`config.mk`:
```
export PLATFORM = sky130hd
export DESIGN_NAME = console_char_port
export DESIGN_NICKNAME = d
export VERILOG_FILES = /design/src/rtl/cterm_pkg.sv /design/src/rtl/cterm_rx_path.sv /design/src/rtl/cterm_tx_path.sv /design/src/rtl/cterm_flag_test.sv /design/src/rtl/console_char_port.sv
export SDC_FILE = /design/constraint.sdc
export NUM_CORES = 1
export LEC_CHECK = 0
export BUFFER_PORTS_ARGS = -buffer_cell sky130_fd_sc_hd__buf_2
export CAP_MARGIN = 20
export CORE_ASPECT_RATIO = 1.25
export CORE_MARGIN = 5
export CORE_UTILIZATION = 25
export DETAILED_ROUTE_END_ITERATION = 6
export GPL_TIMING_DRIVEN = 1
export SLEW_MARGIN = 15
export SYNTH_ARGS = -nofsm -noshare
export SYNTH_HDL_FRONTEND = slang
export SYNTH_HIERARCHICAL = 1
export SYNTH_SLANG_ARGS = --single-unit
```
`constraint.sdc`:
```
create_clock -name clk -period 2.7 [get_ports clk]
set_input_delay 0.27 -clock clk [delete_from_list [all_inputs] [get_ports clk]]
set_output_delay 0.27 -clock clk [all_outputs]
set_load 0.02 [all_outputs]
```
`src/rtl/cterm_pkg.sv`:
```
package cterm_pkg;

    localparam int CW = 8;

    typedef enum logic [1:0] {
        CM_SEVEN = 2'b00,
        CM_EIGHT = 2'b01,
        CM_TTY   = 2'b10,
        CM_SPARE = 2'b11
    } cmode_e;

    typedef struct packed {
        logic [CW-1:0] data;
        logic          rdy;
    } rx_st_t;

    typedef struct packed {
        logic [CW-1:0] hold;
        logic          busy;
        logic          rdy;
    } tx_st_t;

    // Lowercase letter range becomes uppercase by dropping bit 5.
    function automatic logic [CW-1:0] upcase(input logic [CW-1:0] c);
        logic [CW-1:0] r;
        r = c;
        if (c >= 8'h61 && c <= 8'h7A) r[5] = 1'b0;
        return r;
    endfunction

    function automatic logic [CW-1:0] treat_in(input logic [CW-1:0] c, input cmode_e m);
        logic [CW-1:0] r;
        case (m)
            CM_EIGHT: r = c;
            CM_TTY: begin
                r = upcase({1'b0, c[CW-2:0]});
                r[CW-1] = 1'b1;
            end
            default:  r = {1'b0, c[CW-2:0]};
        endcase
        return r;
    endfunction

    function automatic logic [CW-1:0] treat_out(input logic [CW-1:0] c, input cmode_e m);
        logic [CW-1:0] r;
        case (m)
            CM_EIGHT: r = c;
            CM_TTY:   r = upcase({1'b0, c[CW-2:0]});
            default:  r = {1'b0, c[CW-2:0]};
        endcase
        return r;
    endfunction

endpackage

```
`src/rtl/cterm_rx_path.sv`:
```
module cterm_rx_path
    import cterm_pkg::*;
(
    input  logic          clk,
    input  logic          rst_n,
    input  cmode_e        mode,
    input  logic          kb_valid,
    input  logic [CW-1:0] kb_data,
    input  logic          kb_break,
    input  logic          clr_rdy,
    output logic [CW-1:0] rx_data,
    output logic          rx_ready
);

    rx_st_t st_d, st_q;

    always_comb begin
        st_d = st_q;
        if (clr_rdy) st_d.rdy = 1'b0;
        if (kb_break) begin
            st_d.data = '0;
            st_d.rdy  = 1'b1;
        end else if (kb_valid) begin
            st_d.data = treat_in(kb_data, mode);
            st_d.rdy  = 1'b1;
        end
    end

    always_ff @(posedge clk) begin
        if (!rst_n) st_q <= '0;
        else        st_q <= st_d;
    end

    assign rx_data  = st_q.data;
    assign rx_ready = st_q.rdy;

    AST_RX_BREAK_ZERO: assert property (@(posedge clk) disable iff (!rst_n)
        kb_break |=> (rx_data == '0) && rx_ready) else $error("break");
    AST_RX_TTY_TOP: assert property (@(posedge clk) disable iff (!rst_n)
        (kb_valid && !kb_break && mode == CM_TTY) |=> rx_data[CW-1]) else $error("tty top");
    AST_RX_SEVEN_TOP: assert property (@(posedge clk) disable iff (!rst_n)
        (kb_valid && !kb_break && mode == CM_SEVEN) |=> !rx_data[CW-1]) else $error("seven top");
    AST_RX_CLR_DATA: assert property (@(posedge clk) disable iff (!rst_n)
        (clr_rdy && !kb_valid && !kb_break) |=> !rx_ready && $stable(rx_data)) else $error("clr");

endmodule

```
`src/rtl/cterm_tx_path.sv`:
```
module cterm_tx_path
    import cterm_pkg::*;
(
    input  logic          clk,
    input  logic          rst_n,
    input  cmode_e        mode,
    input  logic          wr_en,
    input  logic [CW-1:0] wr_data,
    input  logic          clr_rdy,
    output logic          tx_ready,
    output logic          prn_valid,
    output logic [CW-1:0] prn_data,
    input  logic          prn_ready
);

    tx_st_t st_d, st_q;

    always_comb begin
        st_d = st_q;
        if (st_q.busy && prn_ready) begin
            st_d.busy = 1'b0;
            st_d.rdy  = 1'b1;
        end
        if (clr_rdy) st_d.rdy = 1'b0;
        if (wr_en) begin
            st_d.hold = wr_data;
            st_d.busy = 1'b1;
            st_d.rdy  = 1'b0;
        end
    end

    always_ff @(posedge clk) begin
        if (!rst_n) begin
            st_q.hold <= '0;
            st_q.busy <= 1'b0;
            st_q.rdy  <= 1'b1;
        end else begin
            st_q <= st_d;
        end
    end

    assign tx_ready  = st_q.rdy;
    assign prn_valid = st_q.busy;
    assign prn_data  = treat_out(st_q.hold, mode);

    AST_TX_EXCL: assert property (@(posedge clk) disable iff (!rst_n)
        !(tx_ready && prn_valid)) else $error("excl");
    AST_TX_HOLD: assert property (@(posedge clk) disable iff (!rst_n)
        (prn_valid && !prn_ready && !wr_en) |=> prn_valid) else $error("hold");
    AST_TX_WR_CLR: assert property (@(posedge clk) disable iff (!rst_n)
        wr_en |=> prn_valid && !tx_ready) else $error("wr");
    AST_TX_TTY_NO_TOP: assert property (@(posedge clk) disable iff (!rst_n)
        (prn_valid && mode == CM_TTY) |-> !prn_data[CW-1]) else $error("tty out");

endmodule

```
`src/rtl/cterm_flag_test.sv`:
```
module cterm_flag_test (
    input  logic       clk,
    input  logic       rst_n,
    input  logic [1:0] sel,
    input  logic       rx_flag,
    input  logic       tx_flag,
    output logic       skip
);

    logic [1:0] flags;
    assign flags = {tx_flag, rx_flag};

    always_comb begin
        skip = 1'b0;
        for (int i = 0; i < 2; i++) begin
            if (sel[i] && flags[i]) skip = 1'b1;
        end
    end

    AST_SKIP_NEEDS_FLAG: assert property (@(posedge clk) disable iff (!rst_n)
        skip |-> (rx_ready_seen || tx_flag)) else $error("skip");

    logic rx_ready_seen;
    assign rx_ready_seen = rx_flag;

endmodule

```
`src/rtl/console_char_port.sv`:
```
module console_char_port
    import cterm_pkg::*;
(
    input  logic          clk,
    input  logic          rst_n,
    input  logic [1:0]    mode,
    input  logic          kb_valid,
    input  logic [CW-1:0] kb_data,
    input  logic          kb_break,
    output logic [CW-1:0] rx_data,
    output logic          rx_ready,
    input  logic          cpu_wr_en,
    input  logic [CW-1:0] cpu_wr_data,
    output logic          tx_ready,
    input  logic          func_en,
    input  logic [1:0]    func_op,
    input  logic [1:0]    skip_sel,
    output logic          skip,
    output logic          prn_valid,
    output logic [CW-1:0] prn_data,
    input  logic          prn_ready
);

    cmode_e mode_e;
    logic   clr_rx, clr_tx;

    assign mode_e = cmode_e'(mode);
    assign clr_rx = func_en && func_op[0];
    assign clr_tx = func_en && func_op[1];

    cterm_rx_path u_rx (
        .clk      (clk),
        .rst_n    (rst_n),
        .mode     (mode_e),
        .kb_valid (kb_valid),
        .kb_data  (kb_data),
        .kb_break (kb_break),
        .clr_rdy  (clr_rx),
        .rx_data  (rx_data),
        .rx_ready (rx_ready)
    );

    cterm_tx_path u_tx (
        .clk       (clk),
        .rst_n     (rst_n),
        .mode      (mode_e),
        .wr_en     (cpu_wr_en),
        .wr_data   (cpu_wr_data),
        .clr_rdy   (clr_tx),
        .tx_ready  (tx_ready),
        .prn_valid (prn_valid),
        .prn_data  (prn_data),
        .prn_ready (prn_ready)
    );

    cterm_flag_test u_skip (
        .clk     (clk),
        .rst_n   (rst_n),
        .sel     (skip_sel),
        .rx_flag (rx_ready),
        .tx_flag (tx_ready),
        .skip    (skip)
    );

    AST_RESET_STATE: assert property (@(posedge clk)
        !rst_n |=> (rx_data == '0) && !rx_ready && tx_ready && !prn_valid) else $error("rst");

endmodule

```
==> impl_metrics.csv, run 1 <==
group,metric,value,unit
synth,ys_seq_elements,19,
setup_path,crit_required,2430,ps
synth,netlist_area,937,sq um
setup_path,criticalPathCategory,"flop to primary output",
finish,design_area,1210,sq um
power_and_ir_drop,vdd_drop_max,0.255,mV
synth,synth_area_leader_cell,"dfxtp_1",
setup_path,startpoint_type,"flop",
hold_path,hp-class,"input port to flop",
placement,placed_cells,176,
timing,tightest_slew,311,ps
routing,drt_iter0_markers,8,
synth,ys_seq_area_share,40.6,%
power_and_ir_drop,power_density,505,nW/um^2
synth,ys_top_cells_by_area,"dfxtp_1 41%, mux2i_1 16%, nor2b_1 7.3%",
clocking,cts_tree,"done",
routing,viasPerCell,4.47,
timing,finClkSkew,0.0301,ps
finish,final_nets,174,
clocking,path_clk_slew,70,ps
setup_path,crit_path_top_delay_cell,"dfxtp_1",
clocking,clkLatencyLatePin,250,ps
routing,first_pass_iters,4,
timing,drv_slew,0,
synth,ys_warn_count,6,
setup_path,crit_family,"compound AO/OA/AOI/OAI gates",
placement,dpl_cell_area,1160,sq um
synth,avgSynthCellArea,9.66,sq um
setup_path,cp.arrival,1320,ps
timing,fin_crit_sh,58.9,%
timing,tns,0,ps
power_and_ir_drop,pwr-share-clk,31.6,%
synth,synthesis.nets,130,
clocking,cts_max_path_buffers,2,
flow_run,max-cap-violations,0,
setup_path,slowest_delay,340,ps
power_and_ir_drop,p_sw,161,uW
timing,setup_viol,0,
power_and_ir_drop,internal_power,449,uW
synth,synth_top_area_share,40.6,%
finish,layout.cells.non_filler,180,
global_routing,antenna_found_initial,0,
timing,period_minus_slack,1590,ps
timing,hold_viol,0,
clocking,cts.sinks,19,
floorplanning,die_h,78.5,um
floorplanning,design.core.area,3690,sq um
finish,layout_common_cells,"48 x buf_2, 19 x dfxtp_1, 15 x mux2i_1",
routing,drc,0,
routing,wirelength,2.16,mm
setup_path,critical_path_peak_fanout,4,
clocking,cts_setup_buffers,0,
timing,rsz0062_at_grt,"no",
placement,globalplace.congestion,0.707,
clocking,cts.htree.levels,1,
power_and_ir_drop,p_leak,0.627,nW
floorplanning,num_rows,25,
placement,dp_hpwl,1.78,mm
clocking,cts_root_buf,"clkbuf_8",
finish,diodes,0,
clocking,hold_buffers,0,
setup_path,crit_path_cell_trace,"a21o_1, a311oi_1, a31oi_1, buf_2",
power_and_ir_drop,swShare,26.4,%
timing,relSlewSlack,79.3,%
finish,final_common_cell,"buf_2",
clocking,ctsResizeCount,0,
routing,final_antenna_net_count,0,
setup_path,endpoint_kind,"primary output",
floorplanning,io_pins,49,
timing,clock.fmax,0.629,GHz
synth,synth_cell_types,25,
routing,vias,804,
clocking,tritoncts.num_buffers,3,
placement,port_buffers,48,
floorplanning,dieArea,5080,sq um
global_routing,grt_max_degree,13,
power_and_ir_drop,pwr-share-comb,18.6,%
finish,drive_gt1_share,37.9,%
setup_path,crit_buf_inv,1,
floorplanning,start_util,25.4,%
global_routing,grt-ovfl-total,0,
floorplanning,die_w,64.8,um
global_routing,grt_pass1_wl,3.58,mm
synth,netlist_instances,97,
routing,wl_per_cell,12.0,um
finish,area_growth,29.1,%
status,outcome,"finished clean",
global_routing,grtUsageTotal,8.81,%
power_and_ir_drop,power_frac_seq,49.8,%
global_routing,grt_pass1_vias,863,
[synth_stat cells]
cell,number
mux2i_1,15
nand2_1,2
nor2_1,8
o21ai_1,1
nor2b_1,11
inv_1,5
a22o_1,1
clkbuf_1,1
dfxtp_1,19
o21ba_2,1
nor3b_1,1
o21a_1,2
nand2b_1,2
a21oi_1,3
buf_4,8
o31a_1,1
a21o_1,1
o211ai_1,1
ha_1,4
o31ai_1,2
nor3_1,1
a31oi_1,1
and2_1,3
a311oi_1,2
or4_1,1
[cell type report]
| class | instances | area, sq um |
|---|---|---|
| Inverter | 5 | 18.8 |
| Fill cell | 399 | 2480 |
| Timing Repair Buffer | 48 | 240 |
| Clock buffer | 3 | 41.3 |
| Clock inverter | 1 | 5.00 |
| Tap cell | 40 | 50.0 |
| Multi-Input combinational cell | 64 | 474 |
| Sequential cell | 19 | 380 |
[through the flow]
| step | util (%) | worst slack [ps] | hold slack (ps) | total power [mW] |
|---|---|---|---|---|
| after floorplan | - | 1410 | 341 | 0.385 |
| final | 32.8 | 1110 | 254 | 0.610 |
| after CTS | 32.8 | 1090 | 240 | 0.622 |
| after detailed placement | 31.5 | 1200 | 484 | 0.426 |
| after global placement | 31.5 | 1230 | 474 | 0.423 |
| after global routing | 32.8 | 979 | 274 | 0.649 |
[routing by layer]
metal | routed length (um) | up-vias | part of all wire (%) | track usage, %
li1 | - | 411 | - | -
met1 | 891 | 355 | 41 | 10.1
met2 | 1060 | 38 | 49 | 14.6
met3 | 206 | 0 | 9.5 | 3.29
met4 | 0 | 0 | 0 | 3.38
met5 | 0 | - | 0 | 0
[registers in the layout, summed over array words and instances, names as in the netlist]
name and flops:
u_tx/tx_ready 1, u_tx/prn_valid 1, u_rx/rx_data 8, u_tx/st_q 8, u_rx/rx_ready 1
[final timing paths]
| check | start | end | slack, ps | cells past startpoint |
|---|---|---|---|---|
| hold reg to reg | u_rx/rx_data[6] | u_rx/rx_data[6] | 500 | 2 |
| setup reg to reg | u_rx/rx_data[5] | u_rx/rx_data[5] | 1780 | 3 |
| hold / removal | kb_break | u_rx/rx_ready | 250 | 2 |
| setup / recovery | u_tx/st_q[3] | prn_data[5] | 1110 | 4 |
[cell families (layout without fill, tap and decap cells)]
| kind of cell | Yosys count | in the layout | share of synthesized area [%] |
|---|---|---|---|
| muxes | 15 | 15 | 16.0 |
| DFF | 19 | 19 | 40.6 |
| buffers and inverters | 14 | 57 | 8.81 |
| AOI/OAI and AO/OA | 16 | 16 | 12.4 |
| and+or+nand+nor | 29 | 29 | 16.8 |
| adders and majority gates | 4 | 4 | 5.34 |
[power groups by stage]
stage	Combinational (mW)	Sequential, mW	Clock (mW)
2_1_floorplan	0.0683	0.317	0
3_3_place_gp	0.113	0.310	0
3_5_place_dp	0.115	0.310	0
4_1_cts	0.116	0.304	0.203
5_1_grt	0.128	0.306	0.216
6_report	0.114	0.304	0.193
Note: power is estimated with default switching activity, not from simulation.
==> run 2: changes to the inputs <==
--- a/config.mk
+++ b/config.mk
@@ -5,6 +5,7 @@
 export SDC_FILE = /design/constraint.sdc
 export NUM_CORES = 1
 export LEC_CHECK = 0
+export ABC_AREA = 1
 export BUFFER_PORTS_ARGS = -buffer_cell sky130_fd_sc_hd__buf_2
 export CAP_MARGIN = 20
 export CORE_ASPECT_RATIO = 1.25
==> constraint.sdc (replaced) <==
create_clock -name clk -period 1.6 [get_ports clk]
set_input_delay 0.16 -clock clk [delete_from_list [all_inputs] [get_ports clk]]
set_output_delay 0.16 -clock clk [all_outputs]
set_load 0.02 [all_outputs]
==> impl_metrics.csv, run 2 <==
group,metric,value,unit
global_routing,grtUsageTotal,9.07,%
setup_path,r2r_start,"u_tx/prn_valid",
setup_path,path_common_cell,"nand3_1",
clocking,ctsResizeCount,0,
power_and_ir_drop,power_density,852,nW/um^2
routing,drt_iter0_markers,39,
global_routing,grt-ovfl-total,0,
synth,synth_most_common_cell,"nand2_1",
timing,period_minus_slack,1380,ps
flow_run,max-cap-violations,0,
setup_path,crit_path_top_delay_cell,"dfxtp_1",
power_and_ir_drop,p_leak,0.686,nW
finish,final_common_cell,"buf_2",
setup_path,endpoint_kind,"primary output",
routing,wl_met1,917,um
routing,route.met3.wl,203,um
finish,fin_util,32.6,%
timing,fin_crit_sh,86.0,%
timing,finClkSkew,0.116,ps
finish,final_nets,213,
synth,avgSynthCellArea,6.95,sq um
synth,synth_area_leader_cell,"dfxtp_1",
finish,layout_common_cells,"48 x buf_2, 31 x nand2_1, 21 x inv_1, 21 x nor2_1, 19 x dfxtp_1",
routing,first_pass_iters,4,
status,outcome,"finished clean",
clocking,hold_buffers,0,
global_routing,grt_pass1_wl,3.82,mm
routing,wl_met2,1.11,mm
synth,netlist_instances,135,
synth,ys_seq_elements,19,
synth,synthAdderAreaFrac,5.33,%
synth,synth_common_cells,"31 x nand2_1, 21 x inv_1, 21 x nor2_1, 19 x dfxtp_1, 12 x a21oi_1",
clocking,cts_max_path_buffers,2,
clocking,cts_tree,"done",
floorplanning,die_h,78.5,um
synth,synth_top_area_share,40.5,%
finish,area_growth,29.2,%
floorplanning,num_rows,25,
global_routing,grt_max_degree,13,
floorplanning,design.core.area,3720,sq um
power_and_ir_drop,vdd_drop_max,0.289,mV
routing,wirelength,2.25,mm
global_routing,antenna_found_initial,0,
floorplanning,die_w,64.8,um
clocking,cts_root_buf,"clkbuf_8",
finish,drive_gt1_share,30.7,%
routing,vias,928,
routing,drc,0,
routing,final_antenna_net_count,0,
floorplanning,start_util,25.2,%
synth,muxShareOfSynthArea,0,%
synth,ys_top_cells_by_area,"dfxtp_1 41%, nand2_1 12%, inv_1 8.4%",
hold_path,whs_path_depth,3,
clocking,cts.sinks,19,
placement,dp_hpwl,1.86,mm
synth,async_reset_ff_share,0,%
synth,synth_top_family_by_area,"simple AND/OR/NAND/NOR gates",
hold_path,min_to,"u_tx/st_q[3]",
setup_path,r2r_cells,4,
synth,synth_cell_types,18,
synth,synth-simple-area-share,23.5,%
timing,tightest_slew,247,ps
timing,hold_viol,0,
setup_path,r2r_slack,880,ps
clocking,cts_setup_buffers,0,
routing,wl_per_cell,10.3,um
setup_path,crit_buf_inv,1,
clocking,path_clk_slew,70,ps
clocking,tritoncts.num_buffers,3,
setup_path,crit_family,"simple AND/OR/NAND/NOR gates",
setup_path,slowest_delay,320,ps
synth,netlist_area,938,sq um
synth,synth_edf_count,0,
routing,top_layer,"met4",
timing,rsz0062_at_grt,"no",
synth,synth_compound_gate_area_share,15.3,%
routing,viasPerCell,4.24,
placement,port_buffers,48,
clocking,cts.htree.levels,1,
setup_path,rr_endpoint,"u_tx/tx_ready",
clocking,clkLatencyLatePin,250,ps
synth,ys_seq_area_share,40.5,%
synth,ys.flop_type,"dfxtp_1",
timing,tns,0,ps
floorplanning,io_pins,49,
setup_path,crit_path_cell_trace,"nor2_1, nand3_1, nand3_1, nand2_1, a21oi_1, buf_2",
setup_path,startpoint_type,"flop",
setup_path,crit_required,1440,ps
timing,drv_slew,0,
finish,diodes,0,
setup_path,critical_path_peak_fanout,3,
setup_path,criticalPathCategory,"flop to primary output",
setup_path,cp.arrival,1220,ps
hold_path,hp-start,"cpu_wr_data[1]",
hold_path,hp-class,"input port to flop",
power_and_ir_drop,totalPowerFinal,1.03,mW
timing,setup_viol,0,
timing,clock.fmax,0.727,GHz
timing,relSlewSlack,83.5,%
synth,synthesis.nets,168,
synth,synth_xor_area_share,0,%
synth,ys_warn_count,6,
placement,globalplace.congestion,0.668,
global_routing,grt_pass1_vias,928,
floorplanning,dieArea,5090,sq um
-- run 2: cell types whose count changed after synthesis, sizes merged, moves of 2 or more --
| cell | previous run | this run |
|---|---|---|
| o21ai | 1 | 9 |
| inv | 5 | 22 |
| nand2 | 2 | 31 |
| nand3 | 0 | 4 |
| mux2i | 15 | 0 |
| a21oi | 3 | 13 |
| nor2 | 8 | 21 |
| a311oi | 2 | 0 |
| o21a | 2 | 0 |
| nand2b | 2 | 0 |
| nor2b | 11 | 0 |
| and2 | 3 | 0 |
-- run 2: where the power goes --
group	switching, mW	total [mW]	internal (mW)
Sequential	0.0157	0.515	0.499
Clock	0.142	0.319	0.176
Combinational	0.121	0.199	0.0782
-- run 2: layout make-up --
type / count / area (sq um)
Timing Repair Buffer: 48 / 240
Tap cell: 40 / 50.0
Inverter: 22 / 82.6
Multi-Input combinational cell: 86 / 414
Clock buffer: 4 / 45.0
Fill cell: 429 / 2510
Sequential cell: 19 / 380
-- run 2: kinds of logic after synthesis --
logic type	after synthesis
flops	19
fa+ha+maj	4
buf+inv	30
simple gates	57
compound gates	25
-- run 2: worst max-delay path by stage --
stage / startpoint / endpoint / cells past startpoint
2_1_floorplan: u_tx/st_q[3] / prn_data[5] / 6
3_3_place_gp: u_tx/st_q[2] / prn_data[5] / 7
3_5_place_dp: u_tx/st_q[2] / prn_data[5] / 7
4_1_cts: u_tx/st_q[2] / prn_data[5] / 7
5_1_grt: u_tx/st_q[5] / prn_data[5] / 7
6_report: u_tx/st_q[4] / prn_data[5] / 6
-- run 2: tightest hold or removal path, delay by kind of cell --
kind / cells / cell delay (ps)
AND/OR/NAND/NOR: 2 / 110
buffers and inverters: 1 / 70
-- run 2: per-layer routing --
metal | vias up | track usage (%)
li1 | 498 | -
met1 | 396 | 9.42
met2 | 32 | 17.0
met3 | 2 | 2.58
met4 | 0 | 3.17
met5 | - | 0
-- run 2: through the flow --
stage / worst slack, ps / instance area, sq um / hold slack (ps) / instances
3_3_place_gp: 502 / 1170 / 398 / 215
6_report: 225 / 1210 / 139 / 219
4_1_cts: 183 / 1210 / 131 / 219
5_1_grt: 91.4 / 1210 / 151 / 219
3_5_place_dp: 469 / 1170 / 397 / 215
2_1_floorplan: 507 / 938 / 231 / 135
